File: config.mk
export PLATFORM = sky130hd
export DESIGN_NAME = rsh_exec_unit
export DESIGN_NICKNAME = d
export VERILOG_FILES = /design/src/rtl/rsh_pkg.sv /design/src/rtl/rsh_decode.sv /design/src/rtl/rsh_shifter.sv /design/src/rtl/rsh_exec_unit.sv
export SDC_FILE = /design/constraint.sdc
export NUM_CORES = 1
export LEC_CHECK = 0
export ABC_AREA = 1
export BUFFER_PORTS_ARGS = -buffer_cell sky130_fd_sc_hd__buf_2
export CELL_PAD_IN_SITES_DETAIL_PLACEMENT = 0
export CELL_PAD_IN_SITES_GLOBAL_PLACEMENT = 1
export CORE_MARGIN = 1
export CORE_UTILIZATION = 30
export CTS_BUF_LIST = sky130_fd_sc_hd__clkbuf_4 sky130_fd_sc_hd__clkbuf_8 sky130_fd_sc_hd__clkbuf_16
export DETAILED_ROUTE_END_ITERATION = 6
export PLACE_DENSITY = 0.76
export SLEW_MARGIN = 20
export SYNTH_ARGS = -nofsm -noshare
export SYNTH_HDL_FRONTEND = slang
export SYNTH_SLANG_ARGS = --single-unit
File: constraint.sdc
create_clock -name clk -period 2.8 [get_ports clk]
set_input_delay 0.42 -clock clk [delete_from_list [all_inputs] [get_ports clk]]
set_output_delay 0.42 -clock clk [all_outputs]
set_load 0.01 [all_outputs]
File: src/rtl/rsh_pkg.sv
package rsh_pkg;
  localparam int REG_W = 4;
  localparam logic [REG_W-1:0] REG_PC = 4'hF;

  typedef enum logic [1:0] {SK_LSL = 2'd0, SK_LSR = 2'd1, SK_ASR = 2'd2, SK_ROR = 2'd3} shift_kind_e;
  typedef enum logic [1:0] {FMT_FIXED = 2'd0, FMT_NARROW = 2'd1, FMT_WIDE = 2'd2, FMT_NONE = 2'd3} fmt_e;

  typedef struct packed {
    logic [REG_W-1:0] rd;
    logic [REG_W-1:0] rm;
    logic [REG_W-1:0] rs;
    shift_kind_e      kind;
    logic             setf;
    logic             unpred;
    logic             foreign;
  } dec_t;
endpackage

File: src/rtl/rsh_decode.sv
module rsh_decode
  import rsh_pkg::*;
(
  input  logic [31:0] instr,
  input  logic [1:0]  enc_sel,
  input  logic        in_it,
  output dec_t        dec
);
  logic [15:0] hw_hi, hw_lo;
  logic [3:0]  op;

  assign hw_hi = instr[31:16];
  assign hw_lo = instr[15:0];
  assign op    = hw_lo[9:6];

  always_comb begin
    dec = '0;
    case (fmt_e'(enc_sel))
      FMT_FIXED: begin
        dec.rd      = instr[15:12];
        dec.rs      = instr[11:8];
        dec.rm      = instr[3:0];
        dec.kind    = shift_kind_e'(instr[6:5]);
        dec.setf    = instr[20];
        dec.foreign = !((instr[27:21] == 7'b0001101) && !instr[7] && instr[4]
                        && (instr[31:28] != 4'hF));
        dec.unpred  = (dec.rd == REG_PC) || (dec.rm == REG_PC) || (dec.rs == REG_PC)
                      || (instr[19:16] != 4'h0);
      end
      FMT_NARROW: begin
        dec.rd      = {1'b0, hw_lo[2:0]};
        dec.rm      = {1'b0, hw_lo[2:0]};
        dec.rs      = {1'b0, hw_lo[5:3]};
        dec.kind    = shift_kind_e'({op[2], op[0]});
        dec.setf    = !in_it;
        dec.foreign = !((hw_lo[15:10] == 6'b010000) &&
                        ((op == 4'b0010) || (op == 4'b0011) || (op == 4'b0100) || (op == 4'b0111)));
        dec.unpred  = 1'b0;
      end
      FMT_WIDE: begin
        dec.rm      = hw_hi[3:0];
        dec.rd      = hw_lo[11:8];
        dec.rs      = hw_lo[3:0];
        dec.kind    = shift_kind_e'(hw_hi[6:5]);
        dec.setf    = hw_hi[4];
        dec.foreign = !((hw_hi[15:7] == 9'b111110100) && (hw_lo[15:12] == 4'hF)
                        && (hw_lo[7:4] == 4'h0));
        dec.unpred  = (dec.rd == REG_PC) || (dec.rm == REG_PC) || (dec.rs == REG_PC);
      end
      default: dec.foreign = 1'b1;
    endcase
  end
endmodule

File: src/rtl/rsh_shifter.sv
module rsh_shifter
  import rsh_pkg::*;
#(
  parameter int DATA_W = 32,
  parameter int AMT_W  = 8
) (
  input  logic [DATA_W-1:0] opnd,
  input  logic [AMT_W-1:0]  amt,
  input  shift_kind_e       kind,
  input  logic              c_in,
  output logic [DATA_W-1:0] res,
  output logic              c_out
);
  localparam int CW = $clog2(DATA_W + 2);
  localparam int RW = $clog2(DATA_W);

  logic [31:0]         amt_u;
  logic [CW-1:0]       amt_lin, amt_asr;
  logic [2*DATA_W-1:0] lsl_w, lsr_w, asr_w, ror_w;

  always_comb begin
    amt_u   = 32'(amt);
    amt_lin = (amt_u > 32'(DATA_W + 1)) ? CW'(DATA_W + 1) : CW'(amt_u);
    amt_asr = (amt_u > 32'(DATA_W))     ? CW'(DATA_W)     : CW'(amt_u);
    lsl_w   = {{DATA_W{1'b0}}, opnd} << amt_lin;
    lsr_w   = {opnd, {DATA_W{1'b0}}} >> amt_lin;
    asr_w   = $signed({opnd, {DATA_W{1'b0}}}) >>> amt_asr;
    ror_w   = {opnd, opnd} >> amt[RW-1:0];

    case (kind)
      SK_LSL: begin res = lsl_w[DATA_W-1:0];        c_out = lsl_w[DATA_W];   end
      SK_LSR: begin res = lsr_w[2*DATA_W-1:DATA_W]; c_out = lsr_w[DATA_W-1]; end
      SK_ASR: begin res = asr_w[2*DATA_W-1:DATA_W]; c_out = asr_w[DATA_W-1]; end
      default: begin res = ror_w[DATA_W-1:0];       c_out = ror_w[DATA_W-1]; end
    endcase

    if (amt_u == 32'd0) begin
      res   = opnd;
      c_out = c_in;
    end
  end
endmodule

File: src/rtl/rsh_exec_unit.sv
module rsh_exec_unit
  import rsh_pkg::*;
#(
  parameter int DATA_W = 32,
  parameter int AMT_W  = 8
) (
  input  logic              clk,
  input  logic              rst,
  input  logic              in_valid,
  input  logic [1:0]        enc_sel,
  input  logic [31:0]       instr,
  input  logic              in_it_block,
  input  logic [DATA_W-1:0] src_val,
  input  logic [DATA_W-1:0] amt_val,
  input  logic              carry_in,
  input  logic              n_in,
  input  logic              z_in,
  output logic              out_valid,
  output logic [3:0]        rd_idx,
  output logic [3:0]        rm_idx,
  output logic [3:0]        rs_idx,
  output logic [1:0]        shift_kind,
  output logic [DATA_W-1:0] result,
  output logic              carry_out,
  output logic              flag_n,
  output logic              flag_z,
  output logic              flag_c,
  output logic              flags_we,
  output logic              unpred,
  output logic              foreign
);
  dec_t              dec;
  logic [DATA_W-1:0] sh_res;
  logic              sh_c;
  logic              wr_flags;
  logic              unused_amt_hi;

  assign unused_amt_hi = ^amt_val[DATA_W-1:AMT_W];

  rsh_decode u_dec (
    .instr   (instr),
    .enc_sel (enc_sel),
    .in_it   (in_it_block),
    .dec     (dec)
  );

  rsh_shifter #(.DATA_W(DATA_W), .AMT_W(AMT_W)) u_shf (
    .opnd  (src_val),
    .amt   (amt_val[AMT_W-1:0]),
    .kind  (dec.kind),
    .c_in  (carry_in),
    .res   (sh_res),
    .c_out (sh_c)
  );

  assign wr_flags = dec.setf && !dec.foreign;

  always_ff @(posedge clk) begin
    if (rst) begin
      out_valid  <= 1'b0;
      rd_idx     <= '0;
      rm_idx     <= '0;
      rs_idx     <= '0;
      shift_kind <= '0;
      result     <= '0;
      carry_out  <= 1'b0;
      flag_n     <= 1'b0;
      flag_z     <= 1'b0;
      flag_c     <= 1'b0;
      flags_we   <= 1'b0;
      unpred     <= 1'b0;
      foreign    <= 1'b0;
    end else begin
      out_valid <= in_valid;
      if (in_valid) begin
        rd_idx     <= dec.rd;
        rm_idx     <= dec.rm;
        rs_idx     <= dec.rs;
        shift_kind <= dec.kind;
        result     <= sh_res;
        carry_out  <= sh_c;
        flags_we   <= wr_flags;
        flag_n     <= wr_flags ? sh_res[DATA_W-1]        : n_in;
        flag_z     <= wr_flags ? (sh_res == '0)          : z_in;
        flag_c     <= wr_flags ? sh_c                    : carry_in;
        unpred     <= dec.unpred;
        foreign    <= dec.foreign;
      end
    end
  end
endmodule

==> key figures <==
Worst setup path
  • Worst Setup Start Kind: primary input
  • FF-to-FF End: flag_c
  • Largest stage delay on the critical path: 240 ps
  • Worst path cell trace: buf_2, inv_2, nand2_1, nor2_4, nand2_8, nand2_8, nor2_4, buf_12, buf_4, nand3_1, nand3_1, nand3_1, nand3_1, nand4_1, nand3_1, nor2_2, nand3_1, nor2_1, nand3_1, a21oi_1
  • Start of the worst register-to-register path: flag_c
  • Most used cell, CP: nand3_1
  • CP Data Arrival Time: 3150 ps
  • Worst path top cell family by delay: simple AND/OR/NAND/NOR gates
  • Buf/Inv on CP: 4
  • Crit Path Class: in -> reg
  • Slowest-stage cell, CP: nor2_4
  • Worst Setup End Kind: register
  • CP Max Fanout: 6
  • Setup slack, reg-to-reg: 2030 ps
  • R2R cell count: 4
  • CP required: 3040 ps

GRT
  • Vias in the first global route: 14,600
  • Gr ovfl total: 0
  • Initial antenna violation count: 0
  • Largest net degree at the start of global routing: 66
  • First-pass GRT wire length: 86,400 um
  • GRT Util Overall: 34.2%

Die
  • Die Ht: 182 um
  • Initial Util: 30.7%
  • IO Pins: 159
  • Chip Width: 182 um
  • Row count: 65
  • Die outline area: 0.0332 sq mm
  • Core area: about 0.032 sq mm

Clocking
  • Clock Tree Root: clkbuf_16
  • CTS HTree Levels: 2
  • CTS Sinks: 54
  • Cts bufs inserted: 5
  • Clock slew at reported path FFs: 70 ps
  • Clock Latency Late Sink: 300 ps
  • CTS tree: yes
  • # hold bufs at CTS: 0
  • Maximum clock insertion buffer count: 2

Placed design
  • Detailed Place HPWL: between 40,000 and 50,000 um
  • Cell area after placement: 0.0133 sq mm
  • IO Port Bufs: roughly 130
  • Gp weighted congestion: 1.11

Logic synthesis
  • Top post-synthesis cells by area: nand3_1, nand2_1, dfxtp_1
  • Synthesis warning total: 0
  • Synth area leader: nand3_1
  • Syn Area/Cell: around 5.2 sq um
  • Syn Std Cell Area: between 0.009 and 0.01 sq mm
  • Ys flop type: dfxtp_1
  • Synth unique cells: 45
  • Seq/Total Area, Yosys: between 10% and 20%
  • Number of synthesized register bits: 54
  • Number of flops mapped to enable cells by yosys: 0
  • Syn_nets: just under 2,000
  • Share of the synthesized area in the top cell type: 27.3%
  • Cells after Synth: between 1,500 and 2,000
  • Asr flop ratio synth: 0%

Route
  • DRC viols: 9
  • Vias: 15,800
  • DR WL/cell: 22.0 um
  • Initial DRC count: between 2,000 and 2,500
  • Post-route ant nets: 0
  • Via/cell ratio: 5.86
  • DRT Pass-1 Iters: 7
  • Final wirelength: 59,100 um

Timing
  • Worst slew pin tran: 850 ps
  • F_max: 0.344 GHz
  • Relative slew slack: between 40% and 50%
  • Final Cycle Share: 104%
  • Fin. Hold Viols: 0
  • Final setup viols: 1
  • Hold_ws: 393 ps
  • Setup_tns: -109 ps
  • Worst Skew: 0 ps
  • PnR worst setup slack: -109 ps
  • RSZ-0062 raised after global routing: true
  • Final Max Tran Viols: 0
  • Min Tclk post-route: 2910 ps

Power
  • LEAKAGE: around 7.6 nW
  • Max IR drop VDD: between 0.0002 and 0.0003 V
  • Areal power density over the cells: 284 mW/mm^2

Cells and area
  • Final #Nets: between 2,000 and 2,500
  • Commonest non-fill, non-tap cell in the layout: nand2_1
  • P&R area growth vs syn: 50.5%
  • Most frequent cells in the layout: nand2_1, nand3_1, buf_4, buf_2, o21ai_0
  • Design Area, Final: 0.0146 sq mm
  • Layout cells sized above 1: 31.4%
  • Number of diodes: 0

Hold path
  • Min-delay src: instr[18]
  • Hold depth: 3
  • Hold EP: rm_idx[2]
  • HP Class: in -> reg

Job
  • Max Cap Viol: 0

Status
  • Failing checks: DRC, setup timing
  • Status: finished, violations left
==> cells by family (layout without fill, tap and decap cells) <==
kind of cell              count (synthesis)  count (layout)  share of synthesized area (%)
xor gates and xnor gates                  1               1                         0.0900
buffers and inverters                   259             670                           12.1
AOI/OAI and AO/OA                       267             267                           15.3
and+or+nand+nor                        1282            1282                           59.8
DFF                                      54              54                           11.1
muxes                                    16              16                           1.65
==> metal layers <==
metal  up-vias  global-route usage [%]  routed length (um)
met5         -                       0                   0
met4         0                    15.8                3290
met3       210                    7.66                6800
met2       970                    53.1               25500
met1      7361                    44.8               23500
li1       7229                       -                   -
==> worst reg2reg max path, stage by stage, from the launching register on <==
cell	delay, ps
dfxtp_1	350
nand2_1	60
o31ai_1	90
inv_1	80
a21oi_2	120
==> final cells by class <==
type                    count  area (sq um)
fillers                  3391         17100
repair buffers            542          4390
well taps                 402           503
flip-flops and latches     54          1080
inverters                 120           479
multi-input cells        1566          8010
clock buffers               5           125
clock inverters             3          47.5
==> state kept, by name, indices dropped and copies added (netlist names) <==
signal	flops
foreign	1
result	32
flag_c	1
rd_idx	4
shift_kind	2
flags_we	1
rm_idx	4
unpred	1
flag_z	1
carry_out	1
flag_n	1
out_valid	1
rs_idx	4
==> stage by stage <==
stage / util, % / setup WS [ps] / total power (W) / cells
2_1_floorplan: - / 418 / 0.00203 / 1879
6_report: 46.2 / -109 / 0.00416 / 2692
4_1_cts: 43.0 / 4.51 / 0.00394 / 2662
3_5_place_dp: 41.9 / -585 / 0.00317 / 2646
3_3_place_gp: 41.9 / -638 / 0.00317 / 2646
5_1_grt: 46.2 / -271 / 0.00439 / 2692
==> Yosys cell counts (12+ instances only) <==
library cell	count
a21oi_1	52
buf_1	15
buf_2	47
buf_4	12
buf_6	13
clkbuf_1	52
dfxtp_1	54
inv_1	104
inv_2	12
mux2i_1	16
nand2_1	521
nand3_1	531
nand4_1	53
nor2_1	139
o211ai_1	19
o21ai_0	159
==> worst max path at each step <==
stage	endpoint	cells after the start	start	slack [ps]
2_1_floorplan	flag_z	19	amt_val[3]	420
3_3_place_gp	flag_z	19	amt_val[0]	-640
3_5_place_dp	flag_z	19	amt_val[0]	-580
4_1_cts	flag_z	24	amt_val[6]	5
5_1_grt	flag_z	24	amt_val[4]	-270
6_report	flag_z	20	amt_val[4]	-110
==> where the power goes <==
| group | total (W) | switching [W] | internal (W) |
|---|---|---|---|
| clock | 0.000734 | 0.000306 | 0.000427 |
| combinational | 0.00258 | 0.00157 | 0.00101 |
| sequential | 0.000849 | 0.0000277 | 0.000821 |
==> what timing repair did <==
action | CTS | global route
buffers inserted | 7 | 21
resized for setup | 28 | 159
pin swaps | 8 | 39
setup endpoints to repair | 10 | 19
cloned | 1 | 9
Note: power is estimated with default switching activity, not from simulation.
